## config.mk

```make
export PLATFORM = sky130hd
export DESIGN_NAME = ninebit_byte_packer
export DESIGN_NICKNAME = d
export VERILOG_FILES = /design/src/rtl/npk_pkg.sv /design/src/rtl/npk_bitbuf.sv /design/src/rtl/npk_frame_ctl.sv /design/src/rtl/ninebit_byte_packer.sv
export SDC_FILE = /design/constraint.sdc
export NUM_CORES = 1
export LEC_CHECK = 0
export ABC_AREA = 0
export ABC_CLOCK_PERIOD_IN_PS = 2600
export CORE_ASPECT_RATIO = 1.2
export CORE_MARGIN = 10
export CORE_UTILIZATION = 40
export DETAILED_ROUTE_END_ITERATION = 6
export SYNTH_ARGS = -nofsm -noshare
export SYNTH_HDL_FRONTEND = slang
export SYNTH_SLANG_ARGS = --single-unit
```

## constraint.sdc

```tcl
create_clock -name clk -period 2.6 [get_ports clk]
set_clock_uncertainty 0.1 [all_clocks]
set_input_delay 0.26 -clock clk [delete_from_list [all_inputs] [get_ports clk]]
set_output_delay 0.26 -clock clk [all_outputs]
set_load 0.05 [all_outputs]
```

## src/rtl/npk_pkg.sv

```systemverilog
package npk_pkg;
    localparam int unsigned NPK_VAL_W_DEF  = 8;
    localparam int unsigned NPK_BYTE_W_DEF = 8;
    localparam logic [7:0]  NPK_FILL_DEF   = 8'h5C;

    typedef enum logic {
        PH_STREAM = 1'b0,
        PH_PAD    = 1'b1
    } npk_phase_e;
endpackage

```

## src/rtl/npk_bitbuf.sv

```systemverilog
module npk_bitbuf #(
    parameter int WORD_W = 9,
    parameter int BYTE_W = 8,
    localparam int BUF_W = WORD_W + BYTE_W - 1,
    localparam int CNT_W = $clog2(BUF_W + 1)
) (
    input  logic              clk,
    input  logic              rst_n,
    input  logic              push,
    input  logic [WORD_W-1:0] push_word,
    input  logic              pop,
    output logic [CNT_W-1:0]  cnt,
    output logic [BYTE_W-1:0] top_byte
);
    typedef struct packed {
        logic [BUF_W-1:0] bits;
        logic [CNT_W-1:0] cnt;
    } buf_t;

    buf_t buf_d, buf_q;
    logic [BUF_W-1:0] word_al;

    always_comb begin
        buf_d   = buf_q;
        word_al = {push_word, {(BYTE_W-1){1'b0}}};
        if (pop) begin
            buf_d.bits = buf_q.bits << BYTE_W;
            buf_d.cnt  = buf_q.cnt - CNT_W'(BYTE_W);
        end else if (push) begin
            buf_d.bits = buf_q.bits | (word_al >> buf_q.cnt);
            buf_d.cnt  = buf_q.cnt + CNT_W'(WORD_W);
        end
    end

    always_ff @(posedge clk) begin
        if (!rst_n) buf_q <= '0;
        else        buf_q <= buf_d;
    end

    assign cnt      = buf_q.cnt;
    assign top_byte = buf_q.bits[BUF_W-1 -: BYTE_W];

    // a word is appended only when it fits behind the pending bits
    a_r3_push_fits: assert property (@(posedge clk) disable iff (!rst_n)
        push |-> (cnt < CNT_W'(BYTE_W)));
    // a byte is removed only when it is complete
    a_r3_pop_full: assert property (@(posedge clk) disable iff (!rst_n)
        pop |-> (cnt >= CNT_W'(BYTE_W)));
    // the bit count never exceeds the storage
    a_r3_no_overflow: assert property (@(posedge clk) disable iff (!rst_n)
        cnt <= CNT_W'(BUF_W));
endmodule

```

## src/rtl/npk_frame_ctl.sv

```systemverilog
module npk_frame_ctl #(
    parameter int VAL_W  = 8,
    parameter int BYTE_W = 8,
    parameter int CNT_W  = 5,
    parameter logic [VAL_W-1:0] FILL_OP = VAL_W'(8'h5C),
    localparam int WORD_W = VAL_W + 1
) (
    input  logic              clk,
    input  logic              rst_n,
    input  logic              in_valid,
    input  logic              in_is_data,
    input  logic [VAL_W-1:0]  in_val,
    input  logic              in_eof,
    input  logic              out_ready,
    input  logic [CNT_W-1:0]  cnt,
    output logic              in_ready,
    output logic              out_valid,
    output logic              out_last,
    output logic              push,
    output logic [WORD_W-1:0] push_word,
    output logic              pop
);
    import npk_pkg::*;

    typedef struct packed {
        npk_phase_e phase;
    } ctl_t;

    ctl_t ctl_d, ctl_q;
    logic have_byte, pad_need, take;

    always_comb begin
        ctl_d     = ctl_q;
        have_byte = (cnt >= CNT_W'(BYTE_W));
        out_valid = have_byte;
        pop       = have_byte && out_ready;
        out_last  = (ctl_q.phase == PH_PAD) && (cnt == CNT_W'(BYTE_W));
        in_ready  = !have_byte && (ctl_q.phase == PH_STREAM);
        take      = in_valid && in_ready;
        pad_need  = (ctl_q.phase == PH_PAD) && !have_byte && (cnt != '0);
        push      = take || pad_need;
        push_word = pad_need ? {1'b0, FILL_OP} : {in_is_data, in_val};
        if (take && in_eof)  ctl_d.phase = PH_PAD;
        if (pop && out_last) ctl_d.phase = PH_STREAM;
    end

    always_ff @(posedge clk) begin
        if (!rst_n) ctl_q <= '{phase: PH_STREAM};
        else        ctl_q <= ctl_d;
    end

    // a filler word always brings a full byte into the buffer
    a_r4_fill_completes: assert property (@(posedge clk) disable iff (!rst_n)
        pad_need |=> (cnt >= CNT_W'(BYTE_W)));
    // the last byte leaves the buffer empty for the next frame
    a_r7_fresh_frame: assert property (@(posedge clk) disable iff (!rst_n)
        (pop && out_last) |=> (cnt == '0 && ctl_q.phase == PH_STREAM));
    // no word is taken while padding is owed
    a_r8_no_take_in_pad: assert property (@(posedge clk) disable iff (!rst_n)
        (ctl_q.phase == PH_PAD) |-> !(in_valid && in_ready));
endmodule

```

## src/rtl/ninebit_byte_packer.sv

```systemverilog
module ninebit_byte_packer #(
    parameter int VAL_W  = npk_pkg::NPK_VAL_W_DEF,
    parameter int BYTE_W = npk_pkg::NPK_BYTE_W_DEF,
    parameter logic [VAL_W-1:0] FILL_OP = VAL_W'(npk_pkg::NPK_FILL_DEF)
) (
    input  logic              clk,
    input  logic              rst_n,
    input  logic              in_valid,
    output logic              in_ready,
    input  logic              in_is_data,
    input  logic [VAL_W-1:0]  in_val,
    input  logic              in_eof,
    output logic              out_valid,
    input  logic              out_ready,
    output logic [BYTE_W-1:0] out_byte,
    output logic              out_last
);
    localparam int WORD_W = VAL_W + 1;
    localparam int BUF_W  = WORD_W + BYTE_W - 1;
    localparam int CNT_W  = $clog2(BUF_W + 1);

    logic              push, pop;
    logic [WORD_W-1:0] push_word;
    logic [CNT_W-1:0]  cnt;

    npk_frame_ctl #(
        .VAL_W(VAL_W), .BYTE_W(BYTE_W), .CNT_W(CNT_W), .FILL_OP(FILL_OP)
    ) u_ctl (
        .clk(clk), .rst_n(rst_n),
        .in_valid(in_valid), .in_is_data(in_is_data), .in_val(in_val),
        .in_eof(in_eof), .out_ready(out_ready), .cnt(cnt),
        .in_ready(in_ready), .out_valid(out_valid), .out_last(out_last),
        .push(push), .push_word(push_word), .pop(pop)
    );

    npk_bitbuf #(.WORD_W(WORD_W), .BYTE_W(BYTE_W)) u_buf (
        .clk(clk), .rst_n(rst_n),
        .push(push), .push_word(push_word), .pop(pop),
        .cnt(cnt), .top_byte(out_byte)
    );

    // a stalled byte is held unchanged
    a_r9_stall_hold: assert property (@(posedge clk) disable iff (!rst_n)
        (out_valid && !out_ready) |=> (out_valid && $stable(out_byte)));
    // input and output are never both open
    a_r8_exclusive: assert property (@(posedge clk) disable iff (!rst_n)
        !(in_ready && out_valid));
    // the last flag only rides on an offered byte
    a_r6_last_valid: assert property (@(posedge clk) disable iff (!rst_n)
        out_last |-> out_valid);
endmodule

```

==> results.cfg <==
[setup_path]
critical_path_class = register to register
cp_max_fo = 11
worstPathRequired_ns = 2.66
start_kind = register
endpoint_kind = register
worstPathArrival_ns = 2.41

[finish]
fin_nets = 254
drive_above_1_share_pct = 15.7
design_area_mm2 = 0.00207
fin_util_pct = 51.2
antenna_cells = 0
syn_to_final_growth_pct = 21.1
fillers = 407
instances_no_fill = 290

[die]
num_rows = 25
die-area_mm2 = 0.00729
die_height_um = 91.6
initial_utilization_pct = 42.3
io_pins = 25
coreArea_mm2 = 0.00404
die_width_um = 79.6

[timing]
rsz0062_at_grt = false
tightest_slew_ns = 0.658
finalWorstSetupSlack_ns = 0.249
min_period_over_period_pct = 90.4
relSlewSlack_pct = 55.5
fin_setup_tns_ns = 0
slew_violations = 0
final-hold-violation-count = 0
fin_crit_ns = 2.35
clock.fmax_mhz = 425
setup_viol = 0

[worst_hold_path]
hp-class = register to register

[power_and_ir_drop]
power_switching_uw = 1080
clkPwrFrac_pct = 14.6
p_leak_uw = 0.000738
power_density_mw_per_mm2 = 1090
p_sw_share_pct = 48.3
p_comb_share_pct = 64.2
seq_power_share_pct = 21.1
p_int_uw = 1160
peakVddDrop_v = 0.000484

[clocking]
cts_tree = yes
cts-root-buf = clkbuf_8
cts_sinks = 22
cts_hold_buf = 0
cts.repair.resized = 0
clock_latency_ns = 0.27
cts_setup_buffers = 0
h-tree-depth = 1
cts_made_buffers = 3
cts_max_path_buffers = 2
clk_pin_slew_ns = 0.09

[synth]
ys_ff_latch = 22
synth_area_mm2 = 0.00171
synthFlopType = dfxtp_1
syn_area_per_cell_um2 = 7.86
syn_nets = 234
ys_warn_count = 0
synth_edf_count = 0
ys_seq_area_share_pct = 25.8
async_reset_ff_share_pct = 0
synth_cells = 217
synth_cell_types = 58

[drt]
vias = 1737
wl_per_cell_um = 17.1
vias_per_cell = 5.99
dr.pass1.iters = 4
drtIter0Drc = 169
ant_nets = 0
totalWireLength_um = 4970
drc = 0

[run]
cap_violations = 0

[placement]
dpl_cell_area_mm2 = 0.00200
dp_cells = 286
dp_hpwl_um = 3840
port_buffers = 24
place_ws_ns = 0.288
place_congestion = 0.919

[global_route]
overflow = 0
grt_max_degree = 20
first_global_vias = 1765
track_usage_pct = 14.3
antenna_found_initial = 0
grt_pass1_wl_um = 8590

[run_status]
outcome = finished clean
## layout make-up
cell class / count / area, µm² / area share (%)
inverters: 9 / 33.8 / 1.63
clock buffers: 3 / 41.3 / 2.00
clock inverters: 1 / 30.0 / 1.45
multi-input cells: 164 / 1110 / 53.8
repair buffers: 37 / 343 / 16.6
well taps: 54 / 67.6 / 3.27
flip-flops and latches: 22 / 440 / 21.3
## synthesized netlist by cell type (7+ instances only)
cell | count | share of area (%)
buf_4 | 10 | 4.4
inv_1 | 8 | 1.8
buf_2 | 7 | 2.1
nor2_1 | 16 | 3.5
o21ai_0 | 7 | 2.1
o211ai_1 | 10 | 4.4
a31oi_1 | 7 | 2.6
a21oi_1 | 10 | 2.9
nand2_1 | 33 | 7.3
dfxtp_1 | 22 | 26
## cells in the final DEF, fill, tap and decap left out, types with 5 or more instances in the layout
cell type | Yosys | routed
nand3_1 | 5 | 5
clkdlybuf4s50_1 | 0 | 21
inv_1 | 8 | 8
dfxtp_1 | 22 | 22
a31oi_1 | 7 | 7
nor2_1 | 16 | 15
buf_4 | 10 | 15
o21ai_0 | 7 | 7
nand2_1 | 33 | 33
mux2_2 | 5 | 5
o211ai_1 | 10 | 10
a21oi_1 | 10 | 10
## worst paths after layout
check / depth (start not counted) / end / from / slack [ns]
max reg2reg: 7 / u_buf.top_byte[3]$_SDFFE_PN0P_ / u_buf.cnt[0]$_SDFFE_PN0P_ / 0.25
min reg2reg: 2 / u_buf.top_byte[6]$_SDFFE_PN0P_ / u_buf.buf_q[11]$_SDFFE_PP0P_ / 0.37
max: 7 / u_buf.top_byte[3]$_SDFFE_PN0P_ / u_buf.cnt[0]$_SDFFE_PN0P_ / 0.25
min: 2 / u_buf.top_byte[6]$_SDFFE_PN0P_ / u_buf.buf_q[11]$_SDFFE_PP0P_ / 0.37
## kinds of logic (layout without fill, tap and decap cells)
logic type | after synthesis | count (layout) | synth area share (%)
buffers and inverters | 31 | 50 | 9.53
and+or+nand+nor | 80 | 80 | 24.4
xor gates and xnor gates | 3 | 3 | 1.54
adders and majority gates | 3 | 3 | 2.20
DFF | 22 | 22 | 25.8
AOI/OAI and AO/OA | 71 | 71 | 32.0
muxes | 7 | 7 | 4.47
## metal layers
metal / global-route usage (%) / routed length, µm / vias to the layer above
met3: 2.27 / 247 / 10
met5: 0 / 0 / -
met4: 6.74 / 104 / 0
li1: - / - / 836
met2: 23.3 / 2320 / 55
met1: 17.6 / 2300 / 836
## power by group through the flow
stage                     Combinational [µW]  Clock [µW]  Sequential, µW
after detailed placement                1430           0             483
after global routing                    1560         343             486
after global placement                  1440           0             482
final                                   1440         329             474
after floorplan                         1080           0             471
after CTS                               1440         335             475
## worst max-delay path, cell delays in order, from the launching register on
cell      delay (ns)
dfxtp_1         0.31
inv_1           0.08
ha_1            0.25
and4bb_2        0.34
o21a_1          0.48
mux2_2          0.41
a41oi_1         0.17
a21oi_1         0.09
## stage by stage
stage | hold slack [ns] | power, µW
after floorplan | 0.298 | 1550
final | 0.368 | 2250
after detailed placement | 0.359 | 1910
after global routing | 0.404 | 2390
after global placement | 0.358 | 1920
after CTS | 0.371 | 2250
## sequential cells by signal (all words and copies together) (netlist names)
register	cells
u_buf.buf_q	8
u_buf.top_byte	8
u_buf.cnt	5
u_ctl.ctl_q	1
No activity file was read; power rests on OpenSTA's default activity.
